<file path="config.mk">
export PLATFORM = sky130hd
export DESIGN_NAME = irq_msg_queue
export DESIGN_NICKNAME = d
export VERILOG_FILES = /design/src/rtl/irq_q_pkg.sv /design/src/rtl/irq_eoi_decode.sv /design/src/rtl/irq_msg_fifo.sv /design/src/rtl/irq_msg_queue.sv
export SDC_FILE = /design/constraint.sdc
export NUM_CORES = 1
export LEC_CHECK = 0
export ABC_CLOCK_PERIOD_IN_PS = 3300
export BUFFER_PORTS_ARGS = -buffer_cell sky130_fd_sc_hd__buf_2
export CORE_MARGIN = 2
export CORE_UTILIZATION = 45
export CTS_BUF_LIST = sky130_fd_sc_hd__clkbuf_4 sky130_fd_sc_hd__clkbuf_8 sky130_fd_sc_hd__clkbuf_16
export DETAILED_ROUTE_END_ITERATION = 7
export GPL_TIMING_DRIVEN = 0
export PLACE_DENSITY_LB_ADDON = 0.12
export SYNTH_ARGS = -nofsm -noshare
export SYNTH_HDL_FRONTEND = slang
export SYNTH_SLANG_ARGS = --single-unit
</file>
<file path="constraint.sdc">
create_clock -name clk -period 3.3 [get_ports clk]
set_input_delay 0.165 -clock clk [delete_from_list [all_inputs] [get_ports clk]]
set_output_delay 0.165 -clock clk [all_outputs]
set_load 0.01 [all_outputs]
</file>
<file path="src/rtl/irq_q_pkg.sv">
package irq_q_pkg;

   typedef enum logic {
      MSG_CHANGE  = 1'b0,
      MSG_OVERCUR = 1'b1
   } msg_kind_e;

   // Event sources, in the order they are queued within one cycle
   localparam int unsigned NUM_SRC = 2;
   localparam int unsigned SRC_CHG = 0;
   localparam int unsigned SRC_OC  = 1;

endpackage

</file>
<file path="src/rtl/irq_eoi_decode.sv">
module irq_eoi_decode #(
   parameter int unsigned ADDR_W   = 4,
   parameter int unsigned DATA_W   = 8,
   parameter int unsigned EOI_ADDR = 13,
   parameter int unsigned EOI_BIT  = 7
) (
   input  logic              wr_en,
   input  logic [ADDR_W-1:0] wr_addr,
   input  logic [DATA_W-1:0] wr_data,
   output logic              retire
);

   localparam logic [ADDR_W-1:0] CMD_ADDR = ADDR_W'(EOI_ADDR);

   // The command bit has no storage: it acts only in the cycle it is written.
   assign retire = wr_en && (wr_addr == CMD_ADDR) && wr_data[EOI_BIT];

endmodule

</file>
<file path="src/rtl/irq_msg_fifo.sv">
module irq_msg_fifo
   import irq_q_pkg::*;
#(
   parameter int unsigned FLAG_W = 8,
   parameter int unsigned DEPTH  = 4
) (
   input  logic              clk,
   input  logic              rst_n,
   input  logic              retire,
   input  logic              push_vld   [NUM_SRC],
   input  msg_kind_e         push_kind  [NUM_SRC],
   input  logic [FLAG_W-1:0] push_flags [NUM_SRC],
   output msg_kind_e         head_kind,
   output logic [FLAG_W-1:0] head_flags,
   output logic              occupied
);

   localparam int unsigned CNT_W = $clog2(DEPTH + 1);

   msg_kind_e         kind_q  [DEPTH];
   logic [FLAG_W-1:0] flags_q [DEPTH];
   msg_kind_e         kind_d  [DEPTH];
   logic [FLAG_W-1:0] flags_d [DEPTH];
   logic [CNT_W-1:0]  cnt_q, cnt_d;
   logic [DEPTH-1:0]  slot_live;

   // Occupancy map, one bit per slot
   for (genvar e = 0; e < DEPTH; e++) begin : g_live
      assign slot_live[e] = (cnt_q > CNT_W'(e));
   end

   // Next state: retire first, then the sources in index order
   always_comb begin
      int n;
      n = int'(cnt_q);
      for (int e = 0; e < DEPTH; e++) begin
         kind_d[e]  = kind_q[e];
         flags_d[e] = flags_q[e];
      end
      if (retire && n != 0) begin
         for (int e = 0; e < DEPTH - 1; e++) begin
            kind_d[e]  = kind_d[e+1];
            flags_d[e] = flags_d[e+1];
         end
         kind_d[DEPTH-1]  = MSG_CHANGE;
         flags_d[DEPTH-1] = '0;
         n = n - 1;
      end
      for (int s = 0; s < NUM_SRC; s++) begin
         if (push_vld[s]) begin
            if (n < DEPTH) begin
               for (int e = 0; e < DEPTH; e++) begin
                  if (e == n) begin
                     kind_d[e]  = push_kind[s];
                     flags_d[e] = push_flags[s];
                  end
               end
               n = n + 1;
            end else begin
               flags_d[DEPTH-1] = flags_d[DEPTH-1] | push_flags[s];
            end
         end
      end
      cnt_d = CNT_W'(n);
   end

   always_ff @(posedge clk or negedge rst_n) begin
      if (!rst_n) begin
         cnt_q <= '0;
         for (int e = 0; e < DEPTH; e++) begin
            kind_q[e]  <= MSG_CHANGE;
            flags_q[e] <= '0;
         end
      end else begin
         cnt_q <= cnt_d;
         for (int e = 0; e < DEPTH; e++) begin
            kind_q[e]  <= kind_d[e];
            flags_q[e] <= flags_d[e];
         end
      end
   end

   assign occupied   = slot_live[0];
   assign head_kind  = slot_live[0] ? kind_q[0] : MSG_CHANGE;
   assign head_flags = slot_live[0] ? flags_q[0] : '0;

endmodule

</file>
<file path="src/rtl/irq_msg_queue.sv">
module irq_msg_queue
   import irq_q_pkg::*;
#(
   parameter int unsigned FLAG_W   = 8,
   parameter int unsigned DEPTH    = 4,
   parameter int unsigned ADDR_W   = 4,
   parameter int unsigned DATA_W   = 8,
   parameter int unsigned EOI_ADDR = 13,
   parameter int unsigned EOI_BIT  = 7
) (
   input  logic              clk,
   input  logic              rst_n,
   input  logic              chg_vld,
   input  logic [FLAG_W-1:0] chg_flags,
   input  logic              oc_vld,
   input  logic [FLAG_W-1:0] oc_flags,
   input  logic              wr_en,
   input  logic [ADDR_W-1:0] wr_addr,
   input  logic [DATA_W-1:0] wr_data,
   output logic              irq_n,
   output logic              stat_kind,
   output logic [FLAG_W-1:0] stat_flags
);

   // Elaboration-time parameter checks
   if (DEPTH < 2) begin : g_bad_depth
      $error("irq_msg_queue: DEPTH must be at least 2");
   end
   if (EOI_BIT >= DATA_W) begin : g_bad_bit
      $error("irq_msg_queue: EOI_BIT outside the data word");
   end
   if (EOI_ADDR >= (1 << ADDR_W)) begin : g_bad_addr
      $error("irq_msg_queue: EOI_ADDR does not fit ADDR_W");
   end
   if (FLAG_W == 0) begin : g_bad_flags
      $error("irq_msg_queue: FLAG_W must be nonzero");
   end

   logic              retire;
   logic              src_vld   [NUM_SRC];
   msg_kind_e         src_kind  [NUM_SRC];
   logic [FLAG_W-1:0] src_flags [NUM_SRC];
   msg_kind_e         head_kind;
   logic              occupied;

   assign src_vld[SRC_CHG]   = chg_vld;
   assign src_kind[SRC_CHG]  = MSG_CHANGE;
   assign src_flags[SRC_CHG] = chg_flags;
   assign src_vld[SRC_OC]    = oc_vld;
   assign src_kind[SRC_OC]   = MSG_OVERCUR;
   assign src_flags[SRC_OC]  = oc_flags;

   irq_eoi_decode #(
      .ADDR_W  (ADDR_W),
      .DATA_W  (DATA_W),
      .EOI_ADDR(EOI_ADDR),
      .EOI_BIT (EOI_BIT)
   ) u_eoi (
      .wr_en  (wr_en),
      .wr_addr(wr_addr),
      .wr_data(wr_data),
      .retire (retire)
   );

   irq_msg_fifo #(
      .FLAG_W(FLAG_W),
      .DEPTH (DEPTH)
   ) u_fifo (
      .clk       (clk),
      .rst_n     (rst_n),
      .retire    (retire),
      .push_vld  (src_vld),
      .push_kind (src_kind),
      .push_flags(src_flags),
      .head_kind (head_kind),
      .head_flags(stat_flags),
      .occupied  (occupied)
   );

   assign stat_kind = (head_kind == MSG_OVERCUR);
   assign irq_n     = !occupied;

endmodule

</file>
==> impl_results.md <==
- Status: finished, violations left
- Failing checks: hold timing
- TritonCTS clock tree: done
- Synth area leader: dfrtp_1
- Die height: roughly 85 µm
- CTS H-tree depth: 2
- Initial antenna violation count: 0
- Final-report setup violation count: 0
- Clk Latency, worst-skew pair: approximately 0.28 ns
- Wire length per cell: 17.10 µm
- All-Layer GR Usage: 0.2204
- Clock-pin slew on the worst setup and hold paths: roughly 0.07 ns
- CP Class: reg2reg
- Worst rel slew slack: 0.4246
- Largest net degree at the start of global routing: 40
- Period utilization: 0.9581
- Final instance area: between 3000 and 4000 µm²
- First-pass GRT wire length: 12.74 mm
- Core area: roughly 6300 µm²
- Via/cell ratio: slightly below 6
- Synth unique cells: between 50 and 60
- Non-Filler Instances: between 400 and 500
- Synth warnings: 0
- Antenna fix cells: 0
- Final hold violation count: 10
- Worst-path fanout max: 9
- Overall power: ~2600 µW
- Clock buffer depth: 2
- Seq/Total Area, Yosys: 0.3295
- Die Footprint: 7246 µm²
- Peak VDD IR: between 0.2 and 0.3 mV
- Worst EP arrival: 3.33 ns
- ANT nets after route: 0
- Avg Synthesized Cell Area: 8.894 µm²
- Startpoint types: flip-flop
- Post-synthesis register bit count: 39
- Pwr/cell area: around 730 nW/µm²
- Inst Count DP: 444
- CTS root buf: clkbuf_8
- Fin util: 0.5482
- PortBufs: 34
- Dpl hpwl: ~5.8 mm
- Async SR Flop Fraction: 1.000
- Num rows: 29
- Grt total ovfl: 0
- Setup Skew: ~0.0025 ns
- Initial core utilization: 0.4664
- Leak pwr: between 0.0015 and 0.002 µW
- Vias in the first global route: around 2.5k
- CTS Buf Count: 5
- Req. time, crit path: 3.47 ns
- Critical Path Sink Type: flip-flop
- Starting DRT DRC Count: 237
- Synth top area cells: dfrtp_1, nand2_1, a22o_1
- Min-Delay Path Class: in2async
- Die width: between 80 and 90 µm
- Via count: roughly 2.7k
- Setup TNS Final: 0 ns
- Most frequent cell after synthesis: nand2_1
- Clock Sinks: 39
- P&R area growth vs syn: 17.53%
- Fmax: 316.3 MHz
- DRT Pass-1 Iters: 5
- Num ports: 43
- Final #Nets: between 400 and 500
- Post-CTS Hold Fix Bufs: 0
- Slew Limit Fails: 0
- Final critical-path required period: 3.162 ns
- Layout cells sized above 1: 0.2632
- Final Hold Slack: -0.008560 ns
- DRT Wirelength: roughly 8 mm
- Post-Synthesis Cells: around 330
- Area after DPL: between 3000 and 4000 µm²
- Syn nets: approximately 380
- Yosys top cell area share: 0.3295
- Max-Cap Viols: 0
- Mapped cell area: between 2000 and 3000 µm²
- Residual DRC: 0
- Post-synth top cells: nand2_1, dfrtp_1, nand3_1
- Ys flop type: dfrtp_1
- Worst slew pin tran: around 0.86 ns
- Post-synth EDFFs: 0
- Gpl congestion: approximately 0.87
## final timing paths
| kind | startpoint | endpoint | slack, ns | cells past startpoint |
|---|---|---|---|---|
| max in group asynchronous | rst_n | u_fifo.flags_q[5] | 2.76 | 1 |
| worst max-delay path | u_fifo.cnt_q[0] | u_fifo.flags_q[19] | 0.14 | 16 |
| worst min-delay path | rst_n | u_fifo.cnt_q[0] | -0.009 | 1 |
| worst max register to register | u_fifo.cnt_q[0] | u_fifo.flags_q[19] | 0.14 | 16 |
| min in group clk | oc_flags[2] | u_fifo.flags_q[2] | 0.17 | 2 |
| worst min register to register | u_fifo.kind_q[0] | u_fifo.kind_q[0] | 0.51 | 1 |
## through the flow
stage | hold WS [ns] | setup WS (ns)
after floorplan | -0.1306 | 0.001594
after global placement | 0.3232 | -0.6455
after detailed placement | 0.3311 | -0.6822
after CTS | 0.02434 | 0.004610
after global routing | 0.07547 | -0.01124
final | -0.008560 | 0.1383
## cell type report
type	instances	area, µm²
fill	595	2869
multi-input combinational	255	1848
sequential	39	975.9
timing repair buffer	45	252.7
buffer	25	187.7
tap	77	96.34
clock buffer	6	76.32
inverter	10	43.79
## state kept, by name (all words and copies together), names as in the netlist
signal and count:
u_fifo.kind_q 4, u_fifo.cnt_q 3, u_fifo.flags_q 32
## logic make-up after synthesis
group                    count (synthesis)  synth area share
flip-flops                              39            0.3295
AO/OA/AOI/OAI                          109            0.3194
buffers and inverters                   39           0.07520
AND/OR/NAND/NOR                        133            0.2243
adder cells (fa/ha/maj)                 10           0.04225
multiplexers                             1          0.003380
XOR/XNOR                                 2          0.005916
## timing repair
item	CTS	global route
pin swaps	1	5
setup endpoints to repair	38	37
endpoints found under the hold margin	0	0
setup buffers	1	10
gates resized for setup	12	10
## report_power, final
part           switching [µW]  leakage (µW)  internal, µW
combinational             738       0.00113           700
clock                     150     0.0000406           149
sequential                120      0.000444           701
## metal layers
layer | up-vias | GRT usage | routed length [µm]
met5 | - | 0 | 0
met4 | 0 | 0.04762 | 68
met3 | 10 | 0.03016 | 443
met2 | 87 | 0.3281 | 3514
met1 | 1251 | 0.3401 | 3789
li1 | 1326 | - | -
## layout by cell type (no fill, tap or decap), drive strengths merged, types with 3 or more instances in the layout
cell type	count
inv	9
a21o	3
buf	62
nand2b	10
o2bb2ai	8
a22o	25
nand2	72
dfrtp	39
nand3	27
and2	13
o22a	3
ha	10
clkbuf	14
a32oi	8
a21oi	5
a31o	9
o21ai	7
a2bb2oi	24
nand4	3
## critical path: stages, from the launching register on
cell and delay [ns]:
dfrtp_1 0.34, buf_6 0.12, clkinvlp_4 0.13, ha_4 0.20
nand2b_4 0.10, inv_4 0.06, nor3_4 0.19, buf_6 0.16
xnor2_2 0.09, ha_1 0.31, o22ai_1 0.07, a22oi_1 0.24
o21ai_2 0.13, ha_1 0.35, and2_1 0.19, buf_6 0.13
a22o_1 0.22
Power figures use the tool's default switching activity.
